[src/rtl/lsl_pkg.sv]
package lsl_pkg;
  localparam int GRP_W = 8;
  localparam int N_GRP = 3;
  localparam int CHAIN_W = GRP_W * N_GRP;

  typedef enum logic [1:0] {
    COL_R = 2'd0,
    COL_G = 2'd1,
    COL_B = 2'd2
  } colour_t;

  typedef struct packed {
    logic    doLoad;
    logic    doShift;
    logic    doLatch;
    colour_t firstCol;
    colour_t midCol;
    colour_t lastCol;
  } lsl_strobe_t;
endpackage

[src/rtl/lsl_ctrl.sv]
module lsl_ctrl
  import lsl_pkg::*;
(
  input  logic [1:0]  flowSel,
  input  logic        shiftEn,
  input  logic        loadStb,
  input  logic        latchEn,
  output lsl_strobe_t strobe
);
  colour_t firstCol, midCol, lastCol;

  always_comb begin
    unique case (flowSel)
      2'b01:   begin firstCol = COL_B; midCol = COL_R; lastCol = COL_G; end
      2'b10:   begin firstCol = COL_R; midCol = COL_G; lastCol = COL_B; end
      2'b00:   begin firstCol = COL_G; midCol = COL_R; lastCol = COL_B; end
      default: begin firstCol = COL_B; midCol = COL_G; lastCol = COL_R; end
    endcase
  end

  always_comb begin
    strobe.doLoad   = loadStb;
    strobe.doShift  = shiftEn & ~loadStb;  // load wins
    strobe.doLatch  = latchEn;
    strobe.firstCol = firstCol;
    strobe.midCol   = midCol;
    strobe.lastCol  = lastCol;
  end

  // the decoded order must visit every group once
  always_comb begin
    assert_order_perm_R2: assert (strobe.firstCol != strobe.midCol &&
                                  strobe.midCol != strobe.lastCol &&
                                  strobe.firstCol != strobe.lastCol);
  end
endmodule

[src/rtl/lsl_datapath.sv]
module lsl_datapath
  import lsl_pkg::*;
#(
  parameter int GW = GRP_W,
  parameter int NG = N_GRP,
  localparam int CW = GW * NG
) (
  input  logic          clk,
  input  logic          rstN,
  input  lsl_strobe_t   strobe,
  input  logic          serIn,
  input  logic [CW-1:0] statusIn,
  input  logic [NG-1:0] grpEnN,
  output logic [CW-1:0] chanOut,
  output logic          serOut
);
  logic [NG-1:0][GW-1:0] chain, chainNext, store;
  logic [NG-1:0]         srcBit;

  for (genvar c = 0; c < NG; c++) begin : g_grp
    always_comb begin
      if (c == int'(strobe.firstCol))    srcBit[c] = serIn;
      else if (c == int'(strobe.midCol)) srcBit[c] = chain[strobe.firstCol][GW-1];
      else                               srcBit[c] = chain[strobe.midCol][GW-1];
    end

    always_comb begin
      if (strobe.doLoad)       chainNext[c] = statusIn[c*GW +: GW];
      else if (strobe.doShift) chainNext[c] = {chain[c][GW-2:0], srcBit[c]};
      else                     chainNext[c] = chain[c];
    end

    assign chanOut[c*GW +: GW] = grpEnN[c] ? '0 : store[c];
  end

  always_ff @(posedge clk or negedge rstN) begin
    if (!rstN) begin
      chain <= '0;
      store <= '0;
    end else begin
      chain <= chainNext;
      if (strobe.doLatch) store <= chainNext;
    end
  end

  assign serOut = chain[strobe.lastCol][GW-1];

  assert_idle_hold_R10: assert property (@(posedge clk) disable iff (!rstN)
    (!strobe.doLoad && !strobe.doShift) |=> $stable(chain));
  assert_latch_hold_R5: assert property (@(posedge clk) disable iff (!rstN)
    !strobe.doLatch |=> $stable(store));
  assert_latch_follow_R4: assert property (@(posedge clk) disable iff (!rstN)
    strobe.doLatch |=> (store == chain));
  assert_load_place_R7: assert property (@(posedge clk) disable iff (!rstN)
    strobe.doLoad |=> (chain == $past(statusIn)));
endmodule

[src/rtl/led_shift_latch.sv]
module led_shift_latch
  import lsl_pkg::*;
(
  input  logic                clk,
  input  logic                rstN,
  input  logic                serIn,
  input  logic                shiftEn,
  input  logic [1:0]          flowSel,
  input  logic                latchEn,
  input  logic                loadStb,
  input  logic [CHAIN_W-1:0]  statusIn,
  input  logic [N_GRP-1:0]    grpEnN,
  output logic [CHAIN_W-1:0]  chanOut,
  output logic                serOut
);
  lsl_strobe_t strobe;

  lsl_ctrl u_ctrl (
    .flowSel(flowSel),
    .shiftEn(shiftEn),
    .loadStb(loadStb),
    .latchEn(latchEn),
    .strobe (strobe)
  );

  lsl_datapath #(.GW(GRP_W), .NG(N_GRP)) u_dp (
    .clk     (clk),
    .rstN    (rstN),
    .strobe  (strobe),
    .serIn   (serIn),
    .statusIn(statusIn),
    .grpEnN  (grpEnN),
    .chanOut (chanOut),
    .serOut  (serOut)
  );
endmodule

[config.mk]
export PLATFORM = sky130hd
export DESIGN_NAME = led_shift_latch
export DESIGN_NICKNAME = d
export VERILOG_FILES = /design/src/rtl/lsl_pkg.sv /design/src/rtl/lsl_ctrl.sv /design/src/rtl/lsl_datapath.sv /design/src/rtl/led_shift_latch.sv
export SDC_FILE = /design/constraint.sdc
export NUM_CORES = 1
export LEC_CHECK = 0
export BUFFER_PORTS_ARGS = -buffer_cell sky130_fd_sc_hd__buf_2
export CELL_PAD_IN_SITES_DETAIL_PLACEMENT = 0
export CELL_PAD_IN_SITES_GLOBAL_PLACEMENT = 1
export CORE_MARGIN = 5
export CORE_UTILIZATION = 29
export DETAILED_ROUTE_END_ITERATION = 8
export PLACE_DENSITY = 0.59
export SYNTH_ARGS = -nofsm -noshare
export SYNTH_HDL_FRONTEND = slang
export SYNTH_SLANG_ARGS = --single-unit
[constraint.sdc]
create_clock -name clk -period 1.7 [get_ports clk]
set_input_delay 0.255 -clock clk [delete_from_list [all_inputs] [get_ports clk]]
set_output_delay 0.255 -clock clk [all_outputs]
set_load 0.02 [all_outputs]
Word level (Yosys, flattened, before mapping)
Cells that the tools add are included.

Input bits: 35. Word-level logic and storage cells: 46. Flip-flop bits (word level): 48. Output and inout bits: 25.

Magnitude comparators: 3. Equality and inequality tests: 6. Multiplexer cells: 24. Reduce and logical (&&, ||, !) cells: 5. Bitwise logic cells: 2.

Operator list (count): $mux W8 (12); $bmux W8 S2 (3); $pmux W2 S2 (2); $mux W1 (7); $eq A2 B2 Y1 const A (3); $logic_not A2 Y1 (3); $lt A2 B3 Y1 const B (2); $reduce_or A2 Y1 (2); $lt A1 B3 Y1 const B (1); $eq A2 B1 Y1 const B (1); $eq A2 B2 Y1 const B (1); $and A1 B1 Y1 (1); $eq A1 B1 Y1 const A (1); $not A1 Y1 (1).

Longest topological paths before layout
Gate-level depths: netlist of the first run.

Depth after elaboration: 9. Mapped depth: 5. Depth with buffers taken out: 3.

By module
Synthesis of the first run repeated with hierarchy kept, for this count alone.

Cell total of the unflattened synthesis: 229. Area, all modules: 2422.3 µm².

By module, submodules not included: lsl_datapath (times used 1, cells an instance 219, seq. area each 1201.2 µm², area an instance 2366.0 µm²); lsl_ctrl (times used 1, cells an instance 10, seq. area each 0.0 µm², area an instance 56.3 µm²).

Worst setup path after synthesis of the first run
Ideal clock, no wire load.

Path type: input to register. Start: input shiftEn. End: register u_dp.store[10] in the netlist's numbering. Slack: 0.520 ns. Library setup time: 0.125 ns. Data required time: 1.575 ns. Data arrival time: 1.055 ns. Stages: 5. Path buffers: 2. Path through: buf_6 > buf_6 > mux2i_1 > o21ai_2 > mux2_4.

RTL lines: from (decl) (RTL line led_shift_latch.sv:7) `input logic shiftEn,`; to (signal assigned) (RTL line lsl_datapath.sv:42) `if (strobe.doLatch) store <= chainNext;`; to (decl) (RTL line lsl_datapath.sv:17) `logic [NG-1:0][GW-1:0] chain, chainNext, store;`.

Worst setup path after layout of the first run
Start: register u_dp.chain[7] in the netlist's numbering. End: output serOut.

Longest elaborated chain between the ends: 2.

RTL lines: from (decl) (RTL line lsl_datapath.sv:17); from (signal assigned) (RTL line lsl_datapath.sv:41) `chain <= chainNext;`; $bmux W8 S2 (RTL line lsl_datapath.sv:46) `assign serOut = chain[strobe.lastCol][GW-1];`; $mux W8 (not written as such) (RTL line lsl_datapath.sv:46); to (decl) (RTL line led_shift_latch.sv:14) `output logic serOut`.

Every way passes these cells. The select of a mux whose other input is x is not followed.

==> impl_metrics.env, run 1 <==
export IMPL_status="finished clean"
export IMPL_crit_path_max_incr_delay_ps=460
export IMPL_synth_top_area_share_pct=49.6
export IMPL_grt_ovfl_total=0
export IMPL_syn_to_final_growth_pct=21.8
export IMPL_fin_area_sq_um=2950
export IMPL_grt_pass1_vias=1818
export IMPL_clkPwrFrac_pct=26.2
export IMPL_port_buffers=59
export IMPL_drv_slew=0
export IMPL_skew_ps=7.10
export IMPL_wl_per_cell_um=14.6
export IMPL_min_to="u_dp.chain[3]"
export IMPL_cts_buffers_inserted=5
export IMPL_cts_root_buf="clkbuf_8"
export IMPL_hold_viol=0
export IMPL_syn_cell_area_sq_um=2420
export IMPL_reg2reg_slack_ps=540
export IMPL_pwr_share_seq_pct=51.1
export IMPL_initial_core_util_pct=29.6
export IMPL_crit_arrival_ps=1240
export IMPL_nFillCells=871
export IMPL_ys_seq_area_share_pct=49.6
export IMPL_hold_path_class="input pin to flip-flop"
export IMPL_timing_hold_ws_ps=185
export IMPL_vias=1680
export IMPL_fin_crit_ps=1490
export IMPL_p_comb_share_pct=22.7
export IMPL_sw_frac_of_total_pct=28.3
export IMPL_cpMaxStageDelayCell="dfrtp_1"
export IMPL_hpwl_mm=4.06
export IMPL_tightest_slew_ps=524
export IMPL_grt_pass1_wl_mm=9.09
export IMPL_rr_endpoint="u_dp.store[16]"
export IMPL_cts_sinks=48
export IMPL_fmax_mhz=670
export IMPL_drt_iter0_markers=27
export IMPL_io_pins=60
export IMPL_setup_viol=0
export IMPL_syn_area_per_cell_sq_um=11.8
export IMPL_power_internal_mw=1.91
export IMPL_crit_path_start_kind="flip-flop"
export IMPL_num_rows=33
export IMPL_antenna_found_initial=0
export IMPL_clkTransAtPathRegs_ps=80
export IMPL_endpoint_kind="output port"
export IMPL_tns_ps=0
export IMPL_peakVddDrop_v=0.000325
export IMPL_grt_max_degree=29
export IMPL_r2r_cells=3
export IMPL_rsz0062_at_grt="false"
export IMPL_nNetsFinal=304
export IMPL_crit_fanout=5
export IMPL_drive_gt1_share_pct=40.4
export IMPL_wl_mm=5.49
export IMPL_yosysTopAreaCell="dfrtp_1"
export IMPL_synth_edf_count=0
export IMPL_cp_required_ps=1440
export IMPL_hold_depth=3
export IMPL_die_h_um=101
export IMPL_syn_nets=241
export IMPL_ys_ff_latch=48
export IMPL_die_area_sq_um=10300
export IMPL_regArea_sq_um=1200
export IMPL_critPathKind="flip-flop to output port"
export IMPL_stdcell_count=375
export IMPL_route_antenna_remaining_nets=0
export IMPL_finalCritPeriodShare_pct=87.8
export IMPL_ys_async_sr_fraction_pct=100
export IMPL_htreeDepth=2
export IMPL_dr_pass1_iters=4
export IMPL_p_leak_nw=1.45
export IMPL_grtUsageTotal_pct=11.3
export IMPL_cts_tree="done"
export IMPL_synthTopCellsByArea="dfrtp_1 (50%), mux2i_1 (9.1%), nor2b_1 (7.0%)"
export IMPL_multi_input_area_sq_um=1120
export IMPL_cts_max_path_buffers=2
export IMPL_slew_headroom_pct=65.1
export IMPL_viasPerCell=4.48
export IMPL_synth_cell_types=26
export IMPL_clk_latency_ps=300
export IMPL_synthFlopType="dfrtp_1"
export IMPL_dpl_instance_area_sq_um=2850
export IMPL_maxCapViolations=0
export IMPL_num_antenna_cells=0
export IMPL_remaining_drc_errors=0
export IMPL_reg2reg_from="u_dp.chain[7]"
export IMPL_min_from="statusIn[3]"
export IMPL_die_w_um=101
export IMPL_gp_congestion=0.742
export IMPL_power_switching_mw=0.752
export IMPL_synth_warning_count=0
export IMPL_p_per_area_nw_per_um2=902
export IMPL_dp_cells=366
export IMPL_coreArea_sq_um=8180
export IMPL_crit_path_cell_trace="mux2i_1 > a21oi_1 > buf_2"
export IMPL_synthCells=206
[Yosys cell counts (4+ instances only)]
cell type   n
a21oi_1     5
buf_2       4
dfrtp_1    48
mux2_2     12
mux2_4     10
mux2i_1    22
nand2_1    24
nand2b_1    5
nor2_1      6
nor2b_1    27
o21ai_0     4
o21ai_1     7
o21ai_2    10
[layout by cell type, fill, tap and decap left out]
cell	Yosys	final
mux2_2	12	12
a41o_1	2	2
nor2_1	6	6
o211ai_1	1	1
inv_1	2	2
dfrtp_1	48	48
buf_12	1	3
clkbuf_1	1	2
o31ai_1	2	2
nand2_1	24	24
a2111oi_2	1	1
dlygate4sd3_1	0	1
o31ai_2	2	2
mux2_4	10	10
a21oi_1	5	5
o21ai_0	4	4
nor2b_1	27	27
buf_4	3	5
clkbuf_8	0	6
o21ai_1	7	7
a2111oi_4	1	1
nand2b_1	5	5
buf_2	4	59
a21o_1	3	3
mux2i_1	22	22
o21ai_2	10	10
[power by group through the flow]
stage | Sequential (mW) | Clock, mW | Combinational (mW)
6_report | 1.36 | 0.697 | 0.603
2_1_floorplan | 1.36 | 0 | 0.428
3_3_place_gp | 1.39 | 0 | 0.610
4_1_cts | 1.36 | 0.742 | 0.619
3_5_place_dp | 1.39 | 0 | 0.614
5_1_grt | 1.38 | 0.778 | 0.671
[worst max path at each step]
| stage | startpoint | to | slack [ps] | cells after the start |
|---|---|---|---|---|
| final | u_dp.chain[7] | serOut | 210 | 3 |
| after CTS | u_dp.chain[7] | serOut | 180 | 3 |
| after detailed placement | loadStb | u_dp.store[0] | 290 | 4 |
| after floorplan | shiftEn | u_dp.store[10] | 520 | 5 |
| after global routing | u_dp.chain[7] | serOut | 130 | 3 |
| after global placement | shiftEn | u_dp.store[7] | 330 | 5 |
[routing by layer]
metal,wire [um],vias up,GRT usage [%]
met5,0,-,0
met4,64,0,3.37
met3,224,6,2.82
met2,2520,32,17.2
met1,2680,798,15.8
li1,-,844,-
[cells by family after synthesis]
| logic type | synth area share, % |
|---|---|
| simple gates | 12.9 |
| compound gates | 12.4 |
| mux | 20.9 |
| buf+inv | 4.28 |
| flops | 49.6 |
[layout make-up]
class	count	share of cell area [%]
tap	105	4.45
multi-input combinational	144	37.9
sequential	48	40.7
inverter	2	0.254
clock buffer	8	3.05
timing repair buffer	68	13.6
[through the flow]
stage,utilization (%),power [mW],setup WS [ps]
after floorplan,-,1.79,520
after global placement,34.9,2.00,331
after detailed placement,34.9,2.00,293
after CTS,36.1,2.72,179
after global routing,36.1,2.83,128
final,36.1,2.66,207
[worst max-delay path: cells and delay by family, from the launching register on]
| family | cells | cell delay (ps) |
|---|---|---|
| DFF | 1 | 460 |
| buffers and inverters | 1 | 190 |
| AOI/OAI and AO/OA | 1 | 180 |
| muxes | 1 | 110 |
[registers in the layout, summed over array words and instances (netlist names)]
signal      count
u_dp.store     24
u_dp.chain     24
[repair_timing]
action	CTS	global route
resized for setup	0	0
setup buffers	0	0
hold buffers	1	0
endpoints found under the hold margin	20	0
No activity file was read; power rests on OpenSTA's default activity.
==> run 2, diff against run 1 <==
--- a/config.mk
+++ b/config.mk
@@ -9,9 +9,9 @@
 export CELL_PAD_IN_SITES_DETAIL_PLACEMENT = 0
 export CELL_PAD_IN_SITES_GLOBAL_PLACEMENT = 1
 export CORE_MARGIN = 5
-export CORE_UTILIZATION = 29
+export CORE_UTILIZATION = 37
 export DETAILED_ROUTE_END_ITERATION = 8
-export PLACE_DENSITY = 0.59
+export PLACE_DENSITY = 0.72
 export SYNTH_ARGS = -nofsm -noshare
 export SYNTH_HDL_FRONTEND = slang
 export SYNTH_SLANG_ARGS = --single-unit
==> impl_metrics.env, run 2 (synthesized netlist as in run 1, its figures left out) <==
export IMPL_met1_length_mm=2.31
export IMPL_crit_path_start_kind="flip-flop"
export IMPL_status="finished clean"
export IMPL_viasPerCell=4.89
export IMPL_slew_headroom_pct=75.6
export IMPL_grt_pass1_vias=1865
export IMPL_stdcell_count=347
export IMPL_cp_required_ps=1440
export IMPL_initial_core_util_pct=38.2
export IMPL_p_leak_nw=1.44
export IMPL_dpl_instance_area_sq_um=2800
export IMPL_dr_pass1_iters=4
export IMPL_tns_ps=0
export IMPL_fmax_mhz=674
export IMPL_port_buffers=59
export IMPL_top_regs="u_dp.chain (24), u_dp.store (24)"
export IMPL_grt_ovfl_total=0
export IMPL_htreeDepth=2
export IMPL_clk_latency_ps=290
export IMPL_wl_met3_um=350
export IMPL_rsz0062_at_grt="false"
export IMPL_nNetsFinal=304
export IMPL_wl_per_cell_um=14.7
export IMPL_die_w_um=90.9
export IMPL_hold_viol=0
export IMPL_routed_top_layer="met4"
export IMPL_skew_ps=3.85
export IMPL_grtUsageTotal_pct=13.1
export IMPL_io_pins=60
export IMPL_die_area_sq_um=8270
export IMPL_grt_pass1_wl_mm=8.90
export IMPL_syn_to_final_growth_pct=19.8
export IMPL_hold_path_class="input pin to flip-flop"
export IMPL_final_common_cell="buf_2"
export IMPL_met2WireLength_mm=2.38
export IMPL_utilization_pct=45.7
export IMPL_num_rows=29
export IMPL_vias=1696
export IMPL_dp_cells=338
export IMPL_crit_fanout=5
export IMPL_cts_buffers_inserted=5
export IMPL_crit_arrival_ps=1230
export IMPL_endpoint_kind="output port"
export IMPL_drive_gt1_share_pct=40.4
export IMPL_finalCritPeriodShare_pct=87.3
export IMPL_hpwl_mm=3.82
export IMPL_setup_viol=0
export IMPL_tightest_slew_ps=365
export IMPL_antenna_found_initial=0
export IMPL_coreArea_sq_um=6350
export IMPL_fin_crit_ps=1480
export IMPL_cts_tree="done"
export IMPL_clkTransAtPathRegs_ps=80
export IMPL_cts_sinks=48
export IMPL_nFillCells=608
export IMPL_remaining_drc_errors=0
export IMPL_num_antenna_cells=0
export IMPL_cts_root_buf="clkbuf_8"
export IMPL_regArea_sq_um=1200
export IMPL_cts_max_path_buffers=2
export IMPL_critPathKind="flip-flop to output port"
export IMPL_drv_slew=0
export IMPL_cts_resized=0
export IMPL_grt_max_degree=49
export IMPL_peakVddDrop_v=0.000401
export IMPL_die_h_um=90.9
export IMPL_drt_iter0_markers=40
export IMPL_wl_mm=5.10
export IMPL_fin_area_sq_um=2900
export IMPL_maxCapViolations=0
export IMPL_multi_input_area_sq_um=1120
export IMPL_route_antenna_remaining_nets=0
export IMPL_final_cell_mix="buf_2 (59), dfrtp_1 (48), nor2b_1 (27), nand2_1 (24), mux2i_1 (22)"
export IMPL_gp_congestion=0.772
export IMPL_power_mw=2.65
export IMPL_p_per_area_nw_per_um2=912
run 2: changes by cell type in the layout (fill, tap and decap cells not counted):
cell,before,now
buf_12,3,2
buf_4,5,6
run 2: where the power goes:
group	leakage, nW	internal (mW)	switching, mW
Sequential	0.580	1.28	0.0818
Combinational	0.815	0.291	0.305
Clock	0.0455	0.332	0.355
run 2: final timing paths:
kind                          startpoint        endpoint  slack (ps)  cells past startpoint
setup / recovery           u_dp.chain[7]          serOut         220                      3
min in group asynchronous           rstN   u_dp.store[2]         470                      3
hold reg to reg            u_dp.store[1]   u_dp.store[1]         500                      1
hold / removal              statusIn[12]  u_dp.chain[12]         180                      3
setup reg to reg           u_dp.chain[7]  u_dp.chain[16]         510                      3
max in group asynchronous           rstN  u_dp.store[16]        1010                      3
run 2: routing by layer:
metal	track usage, %	vias up
li1	-	842
met2	20.4	38
met5	0	-
met3	4.30	4
met4	4.77	0
met1	17.0	812
run 2: final cells by class:
type | count | share of cell area, %
timing repair buffer | 68 | 13.4
inverter | 2 | 0.259
clock buffer | 8 | 3.10
sequential | 48 | 41.4
tap | 77 | 3.32
multi-input combinational | 144 | 38.5
run 2: worst max-delay path, stage by stage, from the launching register on:
cell	delay (ps)
dfrtp_1	470
mux2i_1	110
a21oi_1	170
buf_2	190
run 2: metrics by stage:
stage | setup slack, ps | hold WS [ps]
final | 216 | 179
after global routing | 123 | 171
after CTS | 184 | 169
after global placement | 367 | 262
after detailed placement | 338 | 266
after floorplan | 520 | -40.6
run 2: repair_timing:
action / in CTS / in global routing
hold endpoints to repair: 48 / 0
buffers inserted: 0 / 0
hold buffers: 1 / 0
==> run 3, diff against run 2 <==
--- a/config.mk
+++ b/config.mk
@@ -5,13 +5,15 @@
 export SDC_FILE = /design/constraint.sdc
 export NUM_CORES = 1
 export LEC_CHECK = 0
+export ABC_AREA = 1
 export BUFFER_PORTS_ARGS = -buffer_cell sky130_fd_sc_hd__buf_2
+export CAP_MARGIN = 20
 export CELL_PAD_IN_SITES_DETAIL_PLACEMENT = 0
 export CELL_PAD_IN_SITES_GLOBAL_PLACEMENT = 1
 export CORE_MARGIN = 5
 export CORE_UTILIZATION = 37
 export DETAILED_ROUTE_END_ITERATION = 8
-export PLACE_DENSITY = 0.72
+export PLACE_DENSITY = 0.78
 export SYNTH_ARGS = -nofsm -noshare
 export SYNTH_HDL_FRONTEND = slang
 export SYNTH_SLANG_ARGS = --single-unit
==> impl_metrics.env, run 3 <==
export IMPL_synthFlopType="dfrtp_1"
export IMPL_drv_slew=0
export IMPL_crit_fanout=4
export IMPL_rsz0062_at_grt="false"
export IMPL_crit_arrival_ps=1120
export IMPL_critPathBufInv=1
export IMPL_timing_hold_ws_ps=186
export IMPL_maxCapViolations=0
export IMPL_p_per_area_nw_per_um2=908
export IMPL_crit_family="flip-flops"
export IMPL_hpwl_mm=4.27
export IMPL_grt_pass1_vias=1984
export IMPL_ys_async_sr_fraction_pct=100
export IMPL_drt_iter0_markers=170
export IMPL_sw_frac_of_total_pct=30.4
export IMPL_grtUsageTotal_pct=16.2
export IMPL_synth_edf_count=0
export IMPL_num_rows=28
export IMPL_fin_crit_ps=1380
export IMPL_yosysTopAreaCell="dfrtp_1"
export IMPL_endpoint_kind="output port"
export IMPL_cts_buffers_inserted=5
export IMPL_num_antenna_cells=0
export IMPL_ys_ff_latch=48
export IMPL_syn_area_per_cell_sq_um=7.88
export IMPL_htreeDepth=2
export IMPL_cts_root_buf="clkbuf_8"
export IMPL_final_cell_mix="nand2_1 (72), buf_2 (59), nor2_1 (48), dfrtp_1 (48), o21ai_0 (33)"
export IMPL_power_mw=2.48
export IMPL_antenna_found_initial=0
export IMPL_syn_cell_area_sq_um=2280
export IMPL_wl_mm=5.76
export IMPL_top_regs="u_dp.chain (24), u_dp.store (24)"
export IMPL_hold_viol=0
export IMPL_slew_headroom_pct=69.0
export IMPL_route_antenna_remaining_nets=0
export IMPL_cts_tree="done"
export IMPL_die_h_um=88.6
export IMPL_cp_required_ps=1440
export IMPL_die_area_sq_um=7850
export IMPL_utilization_pct=45.8
export IMPL_nNetsFinal=379
export IMPL_syn_nets=325
export IMPL_synth_warning_count=0
export IMPL_finalCritPeriodShare_pct=81.0
export IMPL_dp_cells=411
export IMPL_io_pins=60
export IMPL_p_comb_share_pct=21.2
export IMPL_stdcell_count=419
export IMPL_grt_pass1_wl_mm=9.80
export IMPL_crit_path_max_incr_delay_ps=420
export IMPL_final_common_cell="nand2_1"
export IMPL_skew_ps=1.83
export IMPL_status="finished clean"
export IMPL_hold_path_class="input pin to flip-flop"
export IMPL_coreArea_sq_um=5960
export IMPL_synth_most_common_cell="nand2_1"
export IMPL_power_switching_mw=0.754
export IMPL_ys_seq_area_share_pct=52.6
export IMPL_tightest_slew_ps=465
export IMPL_synth_cell_types=19
export IMPL_grt_max_degree=33
export IMPL_grt_ovfl_total=0
export IMPL_synthTopCellsByArea="dfrtp_1 (53%), nand2_1 (12%), nor2_1 (7.9%)"
export IMPL_place_ws_ps=363
export IMPL_synthCells=290
export IMPL_drive_gt1_share_pct=25.0
export IMPL_pwr_share_seq_pct=53.3
export IMPL_port_buffers=59
export IMPL_p_leak_nw=1.43
export IMPL_wl_per_cell_um=13.7
export IMPL_crit_path_cell_trace="nand2_1 > a31oi_1 > buf_2"
export IMPL_viasPerCell=4.80
export IMPL_power_internal_mw=1.72
export IMPL_die_w_um=88.6
export IMPL_initial_core_util_pct=38.4
export IMPL_setup_viol=0
export IMPL_netlist_top_cells_count="nand2_1 (72), dfrtp_1 (48), nor2_1 (48)"
export IMPL_cts_max_path_buffers=2
export IMPL_syn_to_final_growth_pct=19.5
export IMPL_cts_sinks=48
export IMPL_clkPwrFrac_pct=25.6
export IMPL_fmax_mhz=726
export IMPL_synth_top_area_share_pct=52.6
export IMPL_critPathKind="flip-flop to output port"
export IMPL_post_cts_buffers=0
export IMPL_fin_area_sq_um=2730
export IMPL_remaining_drc_errors=0
export IMPL_clkTransAtPathRegs_ps=80
export IMPL_layout_setup_ws_ps=322
export IMPL_gp_congestion=0.862
export IMPL_peakVddDrop_v=0.000406
export IMPL_dpl_instance_area_sq_um=2640
export IMPL_clk_latency_ps=290
export IMPL_tns_ps=0
export IMPL_vias=2011
export IMPL_cpMaxStageDelayCell="dfrtp_1"
export IMPL_dr_pass1_iters=4
export IMPL_crit_path_start_kind="flip-flop"
-- run 3: final timing paths --
check | startpoint | to | slack (ps) | depth (start not counted)
setup / recovery | u_dp.chain[15] | serOut | 320 | 3
hold / removal | statusIn[3] | u_dp.chain[3] | 190 | 3
setup reg to reg | u_dp.chain[23] | u_dp.store[0] | 550 | 7
hold reg to reg | u_dp.store[0] | u_dp.store[0] | 510 | 2
max in group asynchronous | rstN | u_dp.chain[12] | 730 | 3
min in group asynchronous | rstN | u_dp.store[11] | 440 | 2
-- run 3: cell families after synthesis --
kind of cell,Yosys count,share of synthesized area [%]
flip-flops,48,52.6
AO/OA/AOI/OAI,69,17.5
AND/OR/NAND/NOR,126,21.1
buffers and inverters,47,8.82
-- run 3: routing by layer --
| metal | track usage [%] | part of all wire [%] | up-vias |
|---|---|---|---|
| met2 | 23.0 | 44 | 49 |
| met3 | 3.45 | 5.2 | 6 |
| met4 | 4.53 | 0.92 | 0 |
| met1 | 24.7 | 50 | 948 |
| met5 | 0 | 0 | - |
| li1 | - | - | 1008 |
-- run 3: power by group through the flow --
stage          clock (mW)  sequential [mW]  combinational (mW)
2_1_floorplan           0             1.33               0.343
3_3_place_gp            0             1.34               0.521
3_5_place_dp            0             1.34               0.529
4_1_cts             0.654             1.32               0.533
5_1_grt             0.707             1.33               0.603
6_report            0.634             1.32               0.524
-- run 3: area by class of cell --
class	instances	area [sq um]
fillers	646	3230
multi-input cells	195	882
clock buffers	6	72.6
flip-flops and latches	48	1200
inverters	30	115
repair buffers	64	360
clock inverters	1	5.00
well taps	75	93.8
-- run 3: repair_timing --
action,4_1_cts,5_1_grt
endpoints found under the setup margin,0,0
endpoints found under the hold margin,16,0
resized for setup,0,0
hold buffers,1,0
-- run 3: worst register-to-register path, delay by kind of cell (launching register included) --
| kind | cells | cell delay (ps) |
|---|---|---|
| and+or+nand+nor | 7 | 650 |
| DFF | 1 | 400 |
